**src/rtl/sample_seq_pkg.sv**
```systemverilog
package sample_seq_pkg;
  localparam int BYTE_W = 8;
  localparam int PAGE_W = 2 * BYTE_W;
  localparam int PTR_W  = PAGE_W + BYTE_W;
  localparam int DUMP_BIT = 7;

  localparam logic [7:0] KEY_REG_ADDR  = 8'h00;
  localparam logic [7:0] START_LO_BASE = 8'h10;
  localparam logic [7:0] START_HI_BASE = 8'h18;
  localparam logic [7:0] STOP_LO_BASE  = 8'h20;
  localparam logic [7:0] STOP_HI_BASE  = 8'h28;
endpackage

```
**src/rtl/sample_seq_regs.sv**
```systemverilog
module sample_seq_regs
  import sample_seq_pkg::*;
#(
  parameter int NUM_CH = 6
) (
  input  logic                           clk,
  input  logic                           rst_n,
  input  logic                           wr_en,
  input  logic [7:0]                     wr_addr,
  input  logic [BYTE_W-1:0]              wr_data,
  output logic [NUM_CH-1:0][PAGE_W-1:0]  start_pg,
  output logic [NUM_CH-1:0][PAGE_W-1:0]  stop_pg,
  output logic [NUM_CH-1:0]              key_on,
  output logic [NUM_CH-1:0]              key_off
);

  logic key_sel;

  always_comb begin
    key_sel = wr_en && (wr_addr == KEY_REG_ADDR);
    key_on  = '0;
    key_off = '0;
    if (key_sel) begin
      if (wr_data[DUMP_BIT]) key_off = wr_data[NUM_CH-1:0];
      else                   key_on  = wr_data[NUM_CH-1:0];
    end
  end

  for (genvar ch = 0; ch < NUM_CH; ch++) begin : g_page
    logic [BYTE_W-1:0] s_lo_q, s_lo_d, s_hi_q, s_hi_d;
    logic [BYTE_W-1:0] e_lo_q, e_lo_d, e_hi_q, e_hi_d;

    always_comb begin
      s_lo_d = s_lo_q;
      s_hi_d = s_hi_q;
      e_lo_d = e_lo_q;
      e_hi_d = e_hi_q;
      if (wr_en) begin
        if (wr_addr == START_LO_BASE + 8'(ch)) s_lo_d = wr_data;
        if (wr_addr == START_HI_BASE + 8'(ch)) s_hi_d = wr_data;
        if (wr_addr == STOP_LO_BASE  + 8'(ch)) e_lo_d = wr_data;
        if (wr_addr == STOP_HI_BASE  + 8'(ch)) e_hi_d = wr_data;
      end
    end

    always_ff @(posedge clk or negedge rst_n) begin
      if (!rst_n) begin
        s_lo_q <= '0;
        s_hi_q <= '0;
        e_lo_q <= '0;
        e_hi_q <= '0;
      end else begin
        s_lo_q <= s_lo_d;
        s_hi_q <= s_hi_d;
        e_lo_q <= e_lo_d;
        e_hi_q <= e_hi_d;
      end
    end

    assign start_pg[ch] = {s_hi_q, s_lo_q};
    assign stop_pg[ch]  = {e_hi_q, e_lo_q};
  end

  // a key command never both starts and stops the same channel
  p_key_excl_r2: assert property (@(posedge clk) disable iff (!rst_n)
    (key_on & key_off) == '0);

endmodule

```
**src/rtl/sample_seq_chan.sv**
```systemverilog
module sample_seq_chan
  import sample_seq_pkg::*;
(
  input  logic              clk,
  input  logic              rst_n,
  input  logic              key_on,
  input  logic              key_off,
  input  logic              grant,
  input  logic [PAGE_W-1:0] start_pg,
  input  logic [PAGE_W-1:0] stop_pg,
  output logic              active,
  output logic [PTR_W-1:0]  ptr,
  output logic              end_pulse
);

  logic             active_q, active_d;
  logic [PTR_W-1:0] ptr_q, ptr_d;
  logic             at_last;

  always_comb begin
    at_last   = (ptr_q == {stop_pg, {BYTE_W{1'b1}}});
    active_d  = active_q;
    ptr_d     = ptr_q;
    end_pulse = 1'b0;
    if (key_on) begin
      active_d = 1'b1;
      ptr_d    = {start_pg, {BYTE_W{1'b0}}};
    end else if (key_off) begin
      active_d = 1'b0;
    end else if (grant && active_q) begin
      if (at_last) begin
        active_d  = 1'b0;
        end_pulse = 1'b1;
      end else begin
        ptr_d = ptr_q + 1'b1;
      end
    end
  end

  always_ff @(posedge clk or negedge rst_n) begin
    if (!rst_n) begin
      active_q <= 1'b0;
      ptr_q    <= '0;
    end else begin
      active_q <= active_d;
      ptr_q    <= ptr_d;
    end
  end

  assign active = active_q;
  assign ptr    = ptr_q;

  // the fetch of the last byte ends playback
  p_end_stops_r6: assert property (@(posedge clk) disable iff (!rst_n)
    end_pulse |=> !active_q);

  // key-on (re)loads the pointer from the start page
  p_keyon_load_r10: assert property (@(posedge clk) disable iff (!rst_n)
    key_on |=> (active_q && ptr_q == {$past(start_pg), {BYTE_W{1'b0}}}));

  // a granted, non-final fetch advances the pointer by one
  p_step_r6: assert property (@(posedge clk) disable iff (!rst_n)
    (grant && active_q && !at_last && !key_on && !key_off)
      |=> (ptr_q == $past(ptr_q) + 1'b1));

endmodule

```
**src/rtl/sample_seq_arb.sv**
```systemverilog
module sample_seq_arb #(
  parameter int NUM_CH = 6,
  localparam int CH_W = (NUM_CH > 1) ? $clog2(NUM_CH) : 1
) (
  input  logic              clk,
  input  logic              rst_n,
  input  logic              req,
  input  logic [NUM_CH-1:0] active,
  output logic [NUM_CH-1:0] grant,
  output logic              fetch,
  output logic [CH_W-1:0]   sel
);

  logic [CH_W-1:0] last_q, last_d;
  logic            found;

  always_comb begin
    int idx;
    found = 1'b0;
    sel   = '0;
    for (int k = 1; k <= NUM_CH; k++) begin
      idx = int'(last_q) + k;
      if (idx >= NUM_CH) idx = idx - NUM_CH;
      if (!found && active[idx]) begin
        found = 1'b1;
        sel   = CH_W'(idx);
      end
    end
    fetch = req && found;
    grant = '0;
    if (fetch) grant[sel] = 1'b1;
    last_d = fetch ? sel : last_q;
  end

  always_ff @(posedge clk or negedge rst_n) begin
    if (!rst_n) last_q <= CH_W'(NUM_CH - 1);
    else        last_q <= last_d;
  end

  // at most one channel is served per strobe
  p_one_grant_r5: assert property (@(posedge clk) disable iff (!rst_n)
    $onehot0(grant));

  // a grant only ever goes to a playing channel
  p_grant_playing_r4: assert property (@(posedge clk) disable iff (!rst_n)
    (grant & ~active) == '0);

endmodule

```
**src/rtl/sample_seq_flags.sv**
```systemverilog
module sample_seq_flags #(
  parameter int NUM_CH = 6
) (
  input  logic              clk,
  input  logic              rst_n,
  input  logic              flag_wr,
  input  logic [NUM_CH-1:0] flag_data,
  input  logic [NUM_CH-1:0] end_pulse,
  output logic [NUM_CH-1:0] end_flags
);

  logic [NUM_CH-1:0] flag_q, flag_d, mask_q, mask_d, clr;

  always_comb begin
    clr    = flag_wr ? flag_data : '0;
    mask_d = flag_wr ? flag_data : mask_q;
    flag_d = (flag_q & ~clr) | (end_pulse & ~mask_d);
  end

  always_ff @(posedge clk or negedge rst_n) begin
    if (!rst_n) begin
      flag_q <= '0;
      mask_q <= '0;
    end else begin
      flag_q <= flag_d;
      mask_q <= mask_d;
    end
  end

  assign end_flags = flag_q;

  // a written 1 leaves that flag clear in the next cycle
  p_clear_r8: assert property (@(posedge clk) disable iff (!rst_n)
    flag_wr |=> (end_flags & $past(flag_data)) == '0);

  // without a flag-control write no flag ever drops
  p_sticky_r9: assert property (@(posedge clk) disable iff (!rst_n)
    !flag_wr |=> (end_flags & $past(end_flags)) == $past(end_flags));

  // a flag rises only with an end event
  p_rise_r7: assert property (@(posedge clk) disable iff (!rst_n)
    ((flag_d & ~flag_q) & ~end_pulse) == '0);

endmodule

```
**src/rtl/sample_seq_top.sv**
```systemverilog
module sample_seq_top
  import sample_seq_pkg::*;
#(
  parameter int NUM_CH = 6,
  localparam int CH_W = (NUM_CH > 1) ? $clog2(NUM_CH) : 1
) (
  input  logic              clk,
  input  logic              rst_n,
  input  logic              wr_en,
  input  logic [7:0]        wr_addr,
  input  logic [7:0]        wr_data,
  input  logic              flag_wr,
  input  logic [NUM_CH-1:0] flag_data,
  input  logic              req_strobe,
  output logic              rd_valid,
  output logic [PTR_W-1:0]  rd_addr,
  output logic [CH_W-1:0]   rd_ch,
  output logic [NUM_CH-1:0] end_flags
);

  logic [NUM_CH-1:0][PAGE_W-1:0] start_pg, stop_pg;
  logic [NUM_CH-1:0][PTR_W-1:0]  ptr;
  logic [NUM_CH-1:0]             key_on, key_off, active, grant, end_pulse;
  logic                          fetch;
  logic [CH_W-1:0]               sel;

  logic             rd_valid_q, rd_valid_d;
  logic [PTR_W-1:0] rd_addr_q, rd_addr_d;
  logic [CH_W-1:0]  rd_ch_q, rd_ch_d;

  sample_seq_regs #(.NUM_CH(NUM_CH)) u_regs (
    .clk      (clk),
    .rst_n    (rst_n),
    .wr_en    (wr_en),
    .wr_addr  (wr_addr),
    .wr_data  (wr_data),
    .start_pg (start_pg),
    .stop_pg  (stop_pg),
    .key_on   (key_on),
    .key_off  (key_off)
  );

  for (genvar ch = 0; ch < NUM_CH; ch++) begin : g_chan
    sample_seq_chan u_chan (
      .clk       (clk),
      .rst_n     (rst_n),
      .key_on    (key_on[ch]),
      .key_off   (key_off[ch]),
      .grant     (grant[ch]),
      .start_pg  (start_pg[ch]),
      .stop_pg   (stop_pg[ch]),
      .active    (active[ch]),
      .ptr       (ptr[ch]),
      .end_pulse (end_pulse[ch])
    );
  end

  sample_seq_arb #(.NUM_CH(NUM_CH)) u_arb (
    .clk    (clk),
    .rst_n  (rst_n),
    .req    (req_strobe),
    .active (active),
    .grant  (grant),
    .fetch  (fetch),
    .sel    (sel)
  );

  sample_seq_flags #(.NUM_CH(NUM_CH)) u_flags (
    .clk       (clk),
    .rst_n     (rst_n),
    .flag_wr   (flag_wr),
    .flag_data (flag_data),
    .end_pulse (end_pulse),
    .end_flags (end_flags)
  );

  always_comb begin
    rd_valid_d = fetch;
    rd_addr_d  = fetch ? ptr[sel] : rd_addr_q;
    rd_ch_d    = fetch ? sel : rd_ch_q;
  end

  always_ff @(posedge clk or negedge rst_n) begin
    if (!rst_n) begin
      rd_valid_q <= 1'b0;
      rd_addr_q  <= '0;
      rd_ch_q    <= '0;
    end else begin
      rd_valid_q <= rd_valid_d;
      rd_addr_q  <= rd_addr_d;
      rd_ch_q    <= rd_ch_d;
    end
  end

  assign rd_valid = rd_valid_q;
  assign rd_addr  = rd_addr_q;
  assign rd_ch    = rd_ch_q;

  // a strobe with a playing channel yields a fetch next cycle
  p_fetch_r4: assert property (@(posedge clk) disable iff (!rst_n)
    (req_strobe && |active) |=> rd_valid);

  // no strobe or nothing playing yields no fetch
  p_idle_r4: assert property (@(posedge clk) disable iff (!rst_n)
    !(req_strobe && |active) |=> !rd_valid);

endmodule

```
**config.mk**
```make
export PLATFORM = sky130hd
export DESIGN_NAME = sample_seq_top
export DESIGN_NICKNAME = d
export VERILOG_FILES = /design/src/rtl/sample_seq_pkg.sv /design/src/rtl/sample_seq_regs.sv /design/src/rtl/sample_seq_chan.sv /design/src/rtl/sample_seq_arb.sv /design/src/rtl/sample_seq_flags.sv /design/src/rtl/sample_seq_top.sv
export SDC_FILE = /design/constraint.sdc
export NUM_CORES = 1
export LEC_CHECK = 0
export BUFFER_PORTS_ARGS = -buffer_cell sky130_fd_sc_hd__buf_4
export CAP_MARGIN = 15
export CORE_UTILIZATION = 45
export CTS_CLUSTER_SIZE = 28
export DETAILED_ROUTE_END_ITERATION = 12
export SETUP_SLACK_MARGIN = 0.5
export SLEW_MARGIN = 20
export SYNTH_ARGS = -nofsm -noshare
export SYNTH_HDL_FRONTEND = slang
export SYNTH_SLANG_ARGS = --single-unit
```
**constraint.sdc**
```tcl
create_clock -name clk -period 10.1 [get_ports clk]
set_input_delay 3.03 -clock clk [delete_from_list [all_inputs] [get_ports clk]]
set_output_delay 3.03 -clock clk [all_outputs]
set_load 0.1 [all_outputs]
```
* Yosys cells after proc, flatten, opt, wreduce, memory -nomap -nowiden
Cells that the tools add are included.
** Storage, ports and cells
- Register bits :: 385
- Output and inout port bits :: 34
- Logic and storage cells :: 314
- Input bits :: 27
** Operators by class
- Multiplexer cells :: 119
- Equal/unequal tests :: 42
- Add/sub/neg operators :: 18
- Reduce and logical (&&, ||, !) cells :: 74
- $lt $le $gt $ge :: 14
- Bitwise operators :: 5
** Operators with widths (number)
- $mux W24 :: 25
- $ge A32 B4 Y1 const B :: 6
- $lt A32 B5 Y1 const B :: 6
- $mux W32 :: 6
- $sub A32 B4 Y32 const B :: 6
- $add A24 B1 Y24 const B :: 6
- $eq A24 B24 Y1 :: 6
- $eq A8 B5 Y1 const B :: 12
- $eq A8 B6 Y1 const B :: 12
- $bmux W24 S3 :: 1
- $mux W1 :: 67
- $reduce_and A2 Y1 :: 30
- $mux W6 :: 7
- $reduce_bool A3 Y1 :: 12
- $ne A2 B2 Y1 const B :: 12
- $bmux W1 S3 :: 6
- $mux W3 :: 6
- $reduce_and A3 Y1 :: 6
- $logic_and A1 B1 Y1 :: 14
- $add A3 B3 Y4 const B :: 3
- $and A6 B6 Y6 :: 2
- $not A6 Y6 :: 2
- $reduce_bool A2 Y1 :: 6
- $add A3 B2 Y4 const B :: 2
- 7 further kinds :: 11

* Longest topological paths before layout
Gate-level depths: netlist of run 1.
- Word-level depth :: 33
- Mapped depth :: 20
- Depth with buffers taken out :: 16

* By module
A second synthesis of run 1 with hierarchy kept.
** Unflattened totals
- Cell total of the unflattened synthesis :: 1935
- Area total of the unflattened synthesis :: 21563.2 sq um
** By module, submodules not included
- sample_seq_chan (g_chan[0].u_chan ...) :: cells each 184, seq. area each 625.6 sq um, area an instance 1711.6 sq um, times used 5
- sample_seq_regs :: cells each 467, seq. area each 4804.6 sq um, area an instance 7505.9 sq um, times used 1
- sample_seq_top :: cells each 172, seq. area each 700.7 sq um, area an instance 2058.2 sq um, times used 1
- sample_seq_chan (g_chan[5].u_chan) :: cells each 194, seq. area each 625.6 sq um, area an instance 1702.9 sq um, times used 1
- sample_seq_arb :: cells each 144, seq. area each 77.6 sq um, area an instance 1186.1 sq um, times used 1
- sample_seq_flags :: cells each 38, seq. area each 300.3 sq um, area an instance 551.8 sq um, times used 1

* Worst setup path before layout of run 1
Ideal clock, no wire load.
- Path kind :: input to register
- Start point :: input wr_addr[3]
- End point :: register g_chan[0].u_chan.ptr_q[17]
- Cell stages on the path :: 10
- Path buffers :: 4
- Setup slack :: 4496 ps
- Data arrival time :: 5469 ps
- Setup time :: 136 ps
- Required time :: 9964 ps
- Cells stage by stage :: clkbuf_1 > nor2_1 > nand2_1 > nor4_1 > nor2b_1 > clkbuf_1 > and2_1 > clkbuf_1 > clkbuf_1 > o21ai_0
** Between the ends
- Word-level cells in the longest chain between the ends :: 5
- Elaborated cells on any way between the ends :: 9
- Classes of those cells :: 2 x eq/ne; 3 x mux; 4 x reduce/logical
** RTL lines
- from (decl) :: RTL line sample_seq_top.sv:10 : input logic [7:0] wr_addr,
- $logic_not A8 Y1 * :: RTL line sample_seq_regs.sv:20 : key_sel = wr_en && (wr_addr == KEY_REG_ADDR);
- $logic_and A1 B1 Y1 * :: RTL line sample_seq_regs.sv:20
- $mux W6 :: RTL line sample_seq_regs.sv:23 : if (key_sel) begin
- $ne A2 B2 Y1 (no source line) or $reduce_bool A2 Y1 (tied branches)
- $reduce_and A3 Y1 (no source line)
- to (signal assigned) :: RTL line sample_seq_chan.sv:46 : ptr_q <= ptr_d;
- to (decl) :: RTL line sample_seq_chan.sv:17 : logic [PTR_W-1:0] ptr_q, ptr_d;
Mark *: on every way between the ends. The rest lies on a longest branch, timed or not.
A chain may end at the register's enable or synchronous reset.

* Worst setup path after layout of run 1
- Start point :: register u_arb.last_q[0]
- End point :: register rd_addr_q[2], in the netlist rd_addr[2]
** Between the ends
- Word-level cells in the longest chain between the ends :: 24
- Elaborated cells on any way between the ends :: 67
- Classes of those cells :: 12 x add/sub; 6 x order compare; 38 x mux; 11 x reduce/logical
** RTL lines
- from (decl) :: RTL line sample_seq_arb.sv:14 : logic [CH_W-1:0] last_q, last_d;
- from (signal assigned) :: RTL line sample_seq_arb.sv:36 : if (!rst_n) last_q <= CH_W'(NUM_CH - 1);
- from (signal assigned) :: RTL line sample_seq_arb.sv:37 : else last_q <= last_d;
- $add A3 B1 Y4 :: RTL line sample_seq_arb.sv:22 : idx = int'(last_q) + k;
- $sub A32 B4 Y32 or $ge A32 B4 Y1 (tied branches) :: RTL line sample_seq_arb.sv:23 : if (idx >= NUM_CH) idx = idx - NUM_CH;
- $mux W32 :: RTL line sample_seq_arb.sv:23
- $bmux W1 S3 :: RTL line sample_seq_arb.sv:24 : if (!found && active[idx]) begin
- $mux W1 (not written as such) (2 in a row) :: RTL line sample_seq_arb.sv:24
- $mux W1 :: RTL line sample_seq_arb.sv:24
- $logic_not A1 Y1 :: RTL line sample_seq_arb.sv:24
- $logic_and A1 B1 Y1 :: RTL line sample_seq_arb.sv:24
- [7 not listed]
- $logic_not A1 Y1 :: RTL line sample_seq_arb.sv:24
- $logic_and A1 B1 Y1 :: RTL line sample_seq_arb.sv:24
- $mux W1 :: RTL line sample_seq_arb.sv:24
- $logic_not A1 Y1 :: RTL line sample_seq_arb.sv:24
- $logic_and A1 B1 Y1 :: RTL line sample_seq_arb.sv:24
- $mux W3 :: RTL line sample_seq_arb.sv:24
- $bmux W24 S3 :: RTL line sample_seq_top.sv:79 : rd_addr_d = fetch ? ptr[sel] : rd_addr_q;
- $mux W24 (not written as such) :: RTL line sample_seq_top.sv:79
- to (signal assigned) :: RTL line sample_seq_top.sv:90 : rd_addr_q <= rd_addr_d;
- to (decl) :: RTL line sample_seq_top.sv:28 : logic [PTR_W-1:0] rd_addr_q, rd_addr_d;
Parallel ways exist; a longest one is shown, timed or not. The select of a mux whose other input is x is not followed.

==> results.yml, run 1 <==
run_status:
  status: "finished, final reports clean"
clock_tree:
  clk_pin_slew_ns: 0.06
  cts-root-buf: "clkbuf_16"
  cts_hold_buf: 0
  insertion_delay_ns: 0.58
  cts_sinks: 384
  cts_buffer_depth: 3
  cts.repair.resized: 0
  postCtsSetupBuffers: 0
  cts-buffers-inserted: 44
  cts_tree: "yes"
  htreeDepth: 2
yosys:
  synth-edff-count: 0
  synth.distinct_cells: 84
  synth_cells: 1967
  synth-main-ff-cell: "dfrtp_1"
  yosys_warnings: 0
  synth_top_area_cell: "dfrtp_1"
  syn_area_sq_mm: 0.02062
  ys_ff_latch: 384
  synth_top_area_share_pct: 46.36
  synth_nets: 2013
  yosys-top-cells-area: "dfrtp_1 46%, mux2_2 11%, mux2i_1 5.1%"
  ys_async_sr_fraction_pct: 100.0
  ys_seq_area_share_pct: 46.61
  syn_avg_cell_area_sq_um: 10.48
setup_path:
  crit_arrival_ns: 6.92
  critPathCaptureType: "flip-flop"
  critPathTopFamily: "compound AO/OA/AOI/OAI gates"
  path_max_fanout: 42
  crit_path_start_kind: "flip-flop"
  critical-path-max-stage-delay_ns: 0.94
  cp_common_cell: "inv_1"
  path_buf_inv: 5
  worstPathRequired_ns: 10.60
  critPathSlowestCell: "dfstp_2"
  path_cells: "inv_1 -> ha_1 -> inv_1 -> ha_1 -> inv_1 -> a21o_1 -> o21ai_0 -> nor3b_2 -> nor4_2 -> o21ai_0 -> a31oi_4 -> buf_4 -> buf_4 -> mux2i_1 -> o22ai_1 -> o22a_1"
  crit_type: "flip-flop to flip-flop"
routing:
  post_drt_wl_per_cell_um: 24.03
  via_per_inst: 6.078
  ant_nets: 0
  detail_route.iter0.violations: 1349
  dr.pass1.iters: 5
  vias: 15820
  drcViolationCount: 0
  routed_wl_mm: 62.56
timing:
  fin_crit_ns: 6.412
  finalWorstSetupSlack_ns: 3.688
  rsz0062_at_grt: "false"
  skew_ns: 0.01851
  finalMaxSlewViolations: 0
  tightestPinTransition_ns: 1.062
  min_period_over_period_pct: 63.48
  finalHoldViolations: 0
  finalSetupTns_ns: 0
  max_slew_margin_pct: 29.09
  fmax_mhz: 156.0
  setup_violations: 0
pwr:
  swShare_pct: 44.67
  ir_worst_vdd_mv: 0.3472
  p_seq_share_pct: 28.0
  p_per_area_mw_per_mm2: 280.8
  clock_power_share_pct: 24.3
  intPower_w: 0.003563
  p_leak_nw: 10.77
  p_sw_w: 0.002876
  power_frac_comb_pct: 47.7
global_route:
  grt_usage_pct: 27.11
  overflow: 0
  grt_max_degree: 166
  antenna_found_initial: 2
  grt_pass1_wl_mm: 96.56
  first_global_vias: 15320
placement:
  dp_hpwl_mm: 42.88
  place_ws_ns: 3.890
  globalplace.congestion: 0.9054
  portBuffers: 60
  postPlaceCellArea_sq_mm: 0.02152
floorplanning:
  core_area_sq_mm: 0.04528
  die_h_um: 216.1
  ioPinCount: 61
  dieArea_sq_mm: 0.04668
  num_rows: 78
  die_x_um: 216.1
  start_util_pct: 45.54
finish:
  fin_area_sq_mm: 0.02293
  syn2layout_area_growth_pct: 11.19
  drive_gt1_share_pct: 19.72
  finalNetCount: 2017
  final_common_cell: "dfrtp_1"
  mostFrequentLayoutCells: "382 x dfrtp_1, 203 x mux2_2, 168 x nand2_1"
  final_util_pct: 50.64
  antenna_cells: 0
worst_hold_path:
  hold_class: "flip-flop to flip-flop"
job:
  cap_violations: 0
[Yosys cell counts, types with 29 or more instances]
master    instances
clkbuf_1         92
o22ai_1          31
mux2_2          203
nand2_1         168
and3_1           52
mux2i_1         105
nand4_1          66
nand3_1          92
xnor2_1          81
a21oi_1          35
nor2_1           94
nor4_1           29
dfrtp_1         382
inv_1            38
o21ai_0          96
xor2_1           84
[worst reg2reg max path, stage by stage (launching register included)]
cell     delay (ns)
dfstp_2        0.94
inv_1          0.16
ha_1           0.58
inv_1          0.19
ha_1           0.37
inv_1          0.07
a21o_1         0.16
o21ai_0        0.26
nor3b_2        0.14
nor4_2         0.67
o21ai_0        0.35
a31oi_4        0.25
buf_4          0.55
buf_4          0.72
mux2i_1        0.27
o22ai_1        0.47
o22a_1         0.22
[cells by family (layout without fill, tap and decap cells)]
group	Yosys count	in the layout	synth area share (%)
compound gates	299	299	9.751
xor+xnor	165	165	7.008
buf+inv	158	194	3.052
flops	384	384	46.61
simple gates	632	632	16.08
mux	310	310	16.35
fa+ha+maj	19	19	1.153
[sequential cells by signal, summed over array words and instances (netlist names)]
name                  cells
g_chan.u_chan.active      6
u_regs.g_page.e_hi_q     48
rd_addr                  24
u_flags.end_flags         6
u_regs.g_page.s_hi_q     48
u_regs.g_page.s_lo_q     48
u_flags.mask_q            6
rd_valid                  1
rd_ch                     3
g_chan.u_chan.ptr       144
u_arb.last_q              2
u_regs.g_page.e_lo_q     48
[path summary, 6_finish.rpt]
path                                            start                        to  slack, ns  cells after the start
setup reg to reg                      u_arb.last_q[0]                rd_addr[2]       3.69                     16
setup / recovery                      u_arb.last_q[0]                rd_addr[2]       3.69                     16
hold reg to reg            u_regs.g_page[5].s_hi_q[6]  g_chan[5].u_chan.ptr[22]       0.46                      2
max in group asynchronous                       rst_n  g_chan[5].u_chan.ptr[21]       6.26                      2
hold / removal             u_regs.g_page[5].s_hi_q[6]  g_chan[5].u_chan.ptr[22]       0.46                      2
min in group asynchronous                       rst_n         u_flags.mask_q[0]       2.45                      1
[metrics by stage]
| step | power [W] | hold WS [ns] | cells |
|---|---|---|---|
| after global routing | 0.006689 | 0.4973 | 2603 |
| after global placement | 0.004805 | 0.4536 | 2525 |
| after detailed placement | 0.004857 | 0.4659 | 2525 |
| final | 0.006439 | 0.4640 | 2603 |
| after floorplan | 0.004037 | 0.4433 | 1967 |
| after CTS | 0.006425 | 0.4701 | 2603 |
[routing by layer]
layer / GRT usage (%) / vias to the layer above / part of all wire [%]
met5: 0 / - / 0
met4: 10.52 / 0 / 3.9
met3: 3.144 / 128 / 5.1
met2: 41.37 / 487 / 45
met1: 39.42 / 8086 / 46
li1: - / 7121 / -
[final cells by class]
| cell class | instances | area [sq um] |
|---|---|---|
| Fill cell | 4106 | 22350 |
| Tap cell | 600 | 750.7 |
| Clock buffer | 68 | 1343 |
| Timing Repair Buffer | 77 | 601.8 |
| Sequential cell | 384 | 9612 |
| Inverter | 39 | 146.4 |
| Clock inverter | 10 | 61.31 |
| Multi-Input combinational cell | 1425 | 10420 |
[power by group through the flow]
stage	registers [W]	logic (W)	clock network, W
3_3_place_gp	0.00182	0.00298	0
2_1_floorplan	0.00215	0.00189	0
6_report	0.00180	0.00307	0.00156
5_1_grt	0.00182	0.00322	0.00166
4_1_cts	0.00180	0.00303	0.00159
3_5_place_dp	0.00183	0.00303	0
Note: power is estimated with default switching activity, not from simulation.
==> run 2, diff against run 1 <==
==> constraint.sdc (replaced) <==
create_clock -name clk -period 6.2 [get_ports clk]
set_input_delay 1.86 -clock clk [delete_from_list [all_inputs] [get_ports clk]]
set_output_delay 1.86 -clock clk [all_outputs]
set_load 0.1 [all_outputs]
==> run 2 against run 1 <==
Flip-flop and latch count unchanged. Global-route usage is 0.27 points higher. Clock power grew 71%. Critical path depth is 2 lower. Sequential share of layout area is 0.70 points lower. Die area is the same. Utilization up 0.85 points. Clock skew down 0.0072 ns. Combinational power is 72% higher.
==> results.yml, run 2 (synthesis gave the netlist of run 1 again) <==
run_status:
  status: "finished, final reports clean"
global_route:
  first_global_vias: 15600
  grt_pass1_wl_mm: 97.52
  antenna_found_initial: 1
  grt_usage_pct: 27.38
  overflow: 0
  grt_max_degree: 124
setup_path:
  critPathLaunch: "rd_ch[1]"
  cp_common_cell: "inv_1"
  crit_type: "flip-flop to flip-flop"
  regToRegEndpoint: "g_chan[4].u_chan.ptr[12]"
  critical-path-max-stage-delay_ns: 0.66
  reg2regPathDepth: 14
  critPathSlowestCell: "dfrtp_1"
  r2r_start: "rd_ch[1]"
  crit_path_end: "g_chan[4].u_chan.ptr[12]"
  critPathTopFamily: "simple AND/OR/NAND/NOR gates"
  crit_arrival_ns: 5.81
  path_max_fanout: 15
  worstPathRequired_ns: 6.67
  path_buf_inv: 3
  crit_path_start_kind: "flip-flop"
  critPathCaptureType: "flip-flop"
  path_depth: 14
  r2r_slack_ns: 0.85
  path_cells: "inv_1 -> ha_1 -> inv_1 -> ha_1 -> inv_1 -> a21o_1 -> o21ai_0 -> nor3b_2 -> or4_4 -> o211a_4 -> nor4_4 -> nand2_2 -> mux2_1 -> a221o_1"
routing:
  via_per_inst: 6.070
  vias: 15970
  ant_nets: 0
  drcViolationCount: 0
  detail_route.iter0.violations: 1248
  routed_wl_mm: 63.27
  post_drt_wl_per_cell_um: 24.05
  dr.pass1.iters: 5
floorplanning:
  ioPinCount: 61
  num_rows: 78
  start_util_pct: 45.54
  die_x_um: 216.1
  dieArea_sq_mm: 0.04668
  core_area_sq_mm: 0.04528
  die_h_um: 216.1
timing:
  fin_crit_ns: 5.346
  finalHoldViolations: 0
  fmax_mhz: 187.1
  finalSetupTns_ns: 0
  tightestPinTransition_ns: 1.080
  skew_ns: 0.01133
  setup_violations: 0
  max_slew_margin_pct: 27.80
  finalMaxSlewViolations: 0
  rsz0062_at_grt: "true"
  min_period_over_period_pct: 86.23
finish:
  mostFrequentLayoutCells: "382 x dfrtp_1, 203 x mux2_2, 168 x nand2_1"
  largest_reg_flops: 144
  drive_gt1_share_pct: 20.94
  syn2layout_area_growth_pct: 13.07
  final_common_cell: "dfrtp_1"
  multi_input_area_sq_mm: 0.01043
  fillers: 4147
  seqCellArea_sq_mm: 0.009612
  final_util_pct: 51.49
  finalNetCount: 2044
pwr:
  p_leak_nw: 10.96
  ir_worst_vdd_mv: 0.4712
  p_per_area_mw_per_mm2: 467.4
clock_tree:
  cts-buffers-inserted: 44
  cts_tree: "yes"
  htreeDepth: 2
  clk_pin_slew_ns: 0.06
  insertion_delay_ns: 0.59
  cts_buffer_depth: 3
  cts-root-buf: "clkbuf_16"
  cts_sinks: 384
placement:
  dp_hpwl_mm: 43.97
  globalplace.congestion: 0.8934
  portBuffers: 60
job:
  cap_violations: 0
worst_hold_path:
  hold_class: "flip-flop to flip-flop"
## run 2: cell count changes in the layout (fill, tap and decap cells not counted), moves of 2 or more
cell	delta
buf_12	+6
clkbuf_8	+2
buf_4	+21
bufinv_16	+2
clkinv_8	+2
nor3b_1	-2
clkinv_2	-5
## run 2: area by class of cell
class,instances,share of cell area (%)
clock inverter,10,0.5849
inverter,39,0.6278
timing repair buffer,104,3.842
antenna,1,0.01073
tap,600,3.220
sequential,384,41.22
clock buffer,68,5.753
multi-input combinational,1425,44.74
## run 2: worst reg2reg max path, delay by kind of cell (launching register included)
kind | cells | cell delay, ns
buf+inv | 3 | 0.52
flops | 1 | 0.66
fa+ha+maj | 2 | 0.96
compound gates | 4 | 0.99
simple gates | 4 | 1.70
mux | 1 | 0.41
## run 2: power by group
part           switching [W]  internal [W]  leakage, nW
Combinational        0.00330       0.00198         5.11
Sequential          0.000239       0.00272         5.12
Clock                0.00109       0.00157        0.725
## run 2: worst min-delay path by stage
stage                                    end                        from  cells after the start  slack [ns]
finish              g_chan[5].u_chan.ptr[17]  u_regs.g_page[5].s_hi_q[1]                      2        0.47
global placement    g_chan[5].u_chan.ptr[22]  u_regs.g_page[5].s_hi_q[6]                      2        0.45
CTS                 g_chan[5].u_chan.ptr[17]  u_regs.g_page[5].s_hi_q[1]                      2        0.47
detailed placement  g_chan[5].u_chan.ptr[17]  u_regs.g_page[5].s_hi_q[1]                      2        0.46
global route        g_chan[5].u_chan.ptr[22]  u_regs.g_page[5].s_hi_q[6]                      2        0.49
floorplan           g_chan[3].u_chan.ptr[12]  u_regs.g_page[3].s_lo_q[4]                      2        0.44
## run 2: repair_timing
action                                  in CTS  in global routing
hold buffers                                 0                  0
gates resized for setup                      0                  2
setup buffers                                0                 11
endpoints found under the setup margin       0                 28
## run 2: layer usage
layer	wire length [um]	vias to the layer above	track usage, %	share of wire [%]
li1	-	7166	-	-
met1	28570	8169	38.76	45
met2	28710	512	42.60	45
met3	3769	124	4.196	6.0
met4	2224	0	9.718	3.5
met5	0	-	0	0
## run 2: metrics by stage
stage	instances	setup WS, ns	total power, W	area [sq um]	hold WS [ns]
final	2631	0.8539	0.01090	23320	0.4691
after global placement	2540	0.9016	0.007862	21700	0.4532
after detailed placement	2540	0.7693	0.007939	21700	0.4577
after CTS	2618	0.7427	0.01062	23180	0.4723
after floorplan	1967	1.697	0.006577	20620	0.4433
after global routing	2631	0.4836	0.01134	23320	0.4938
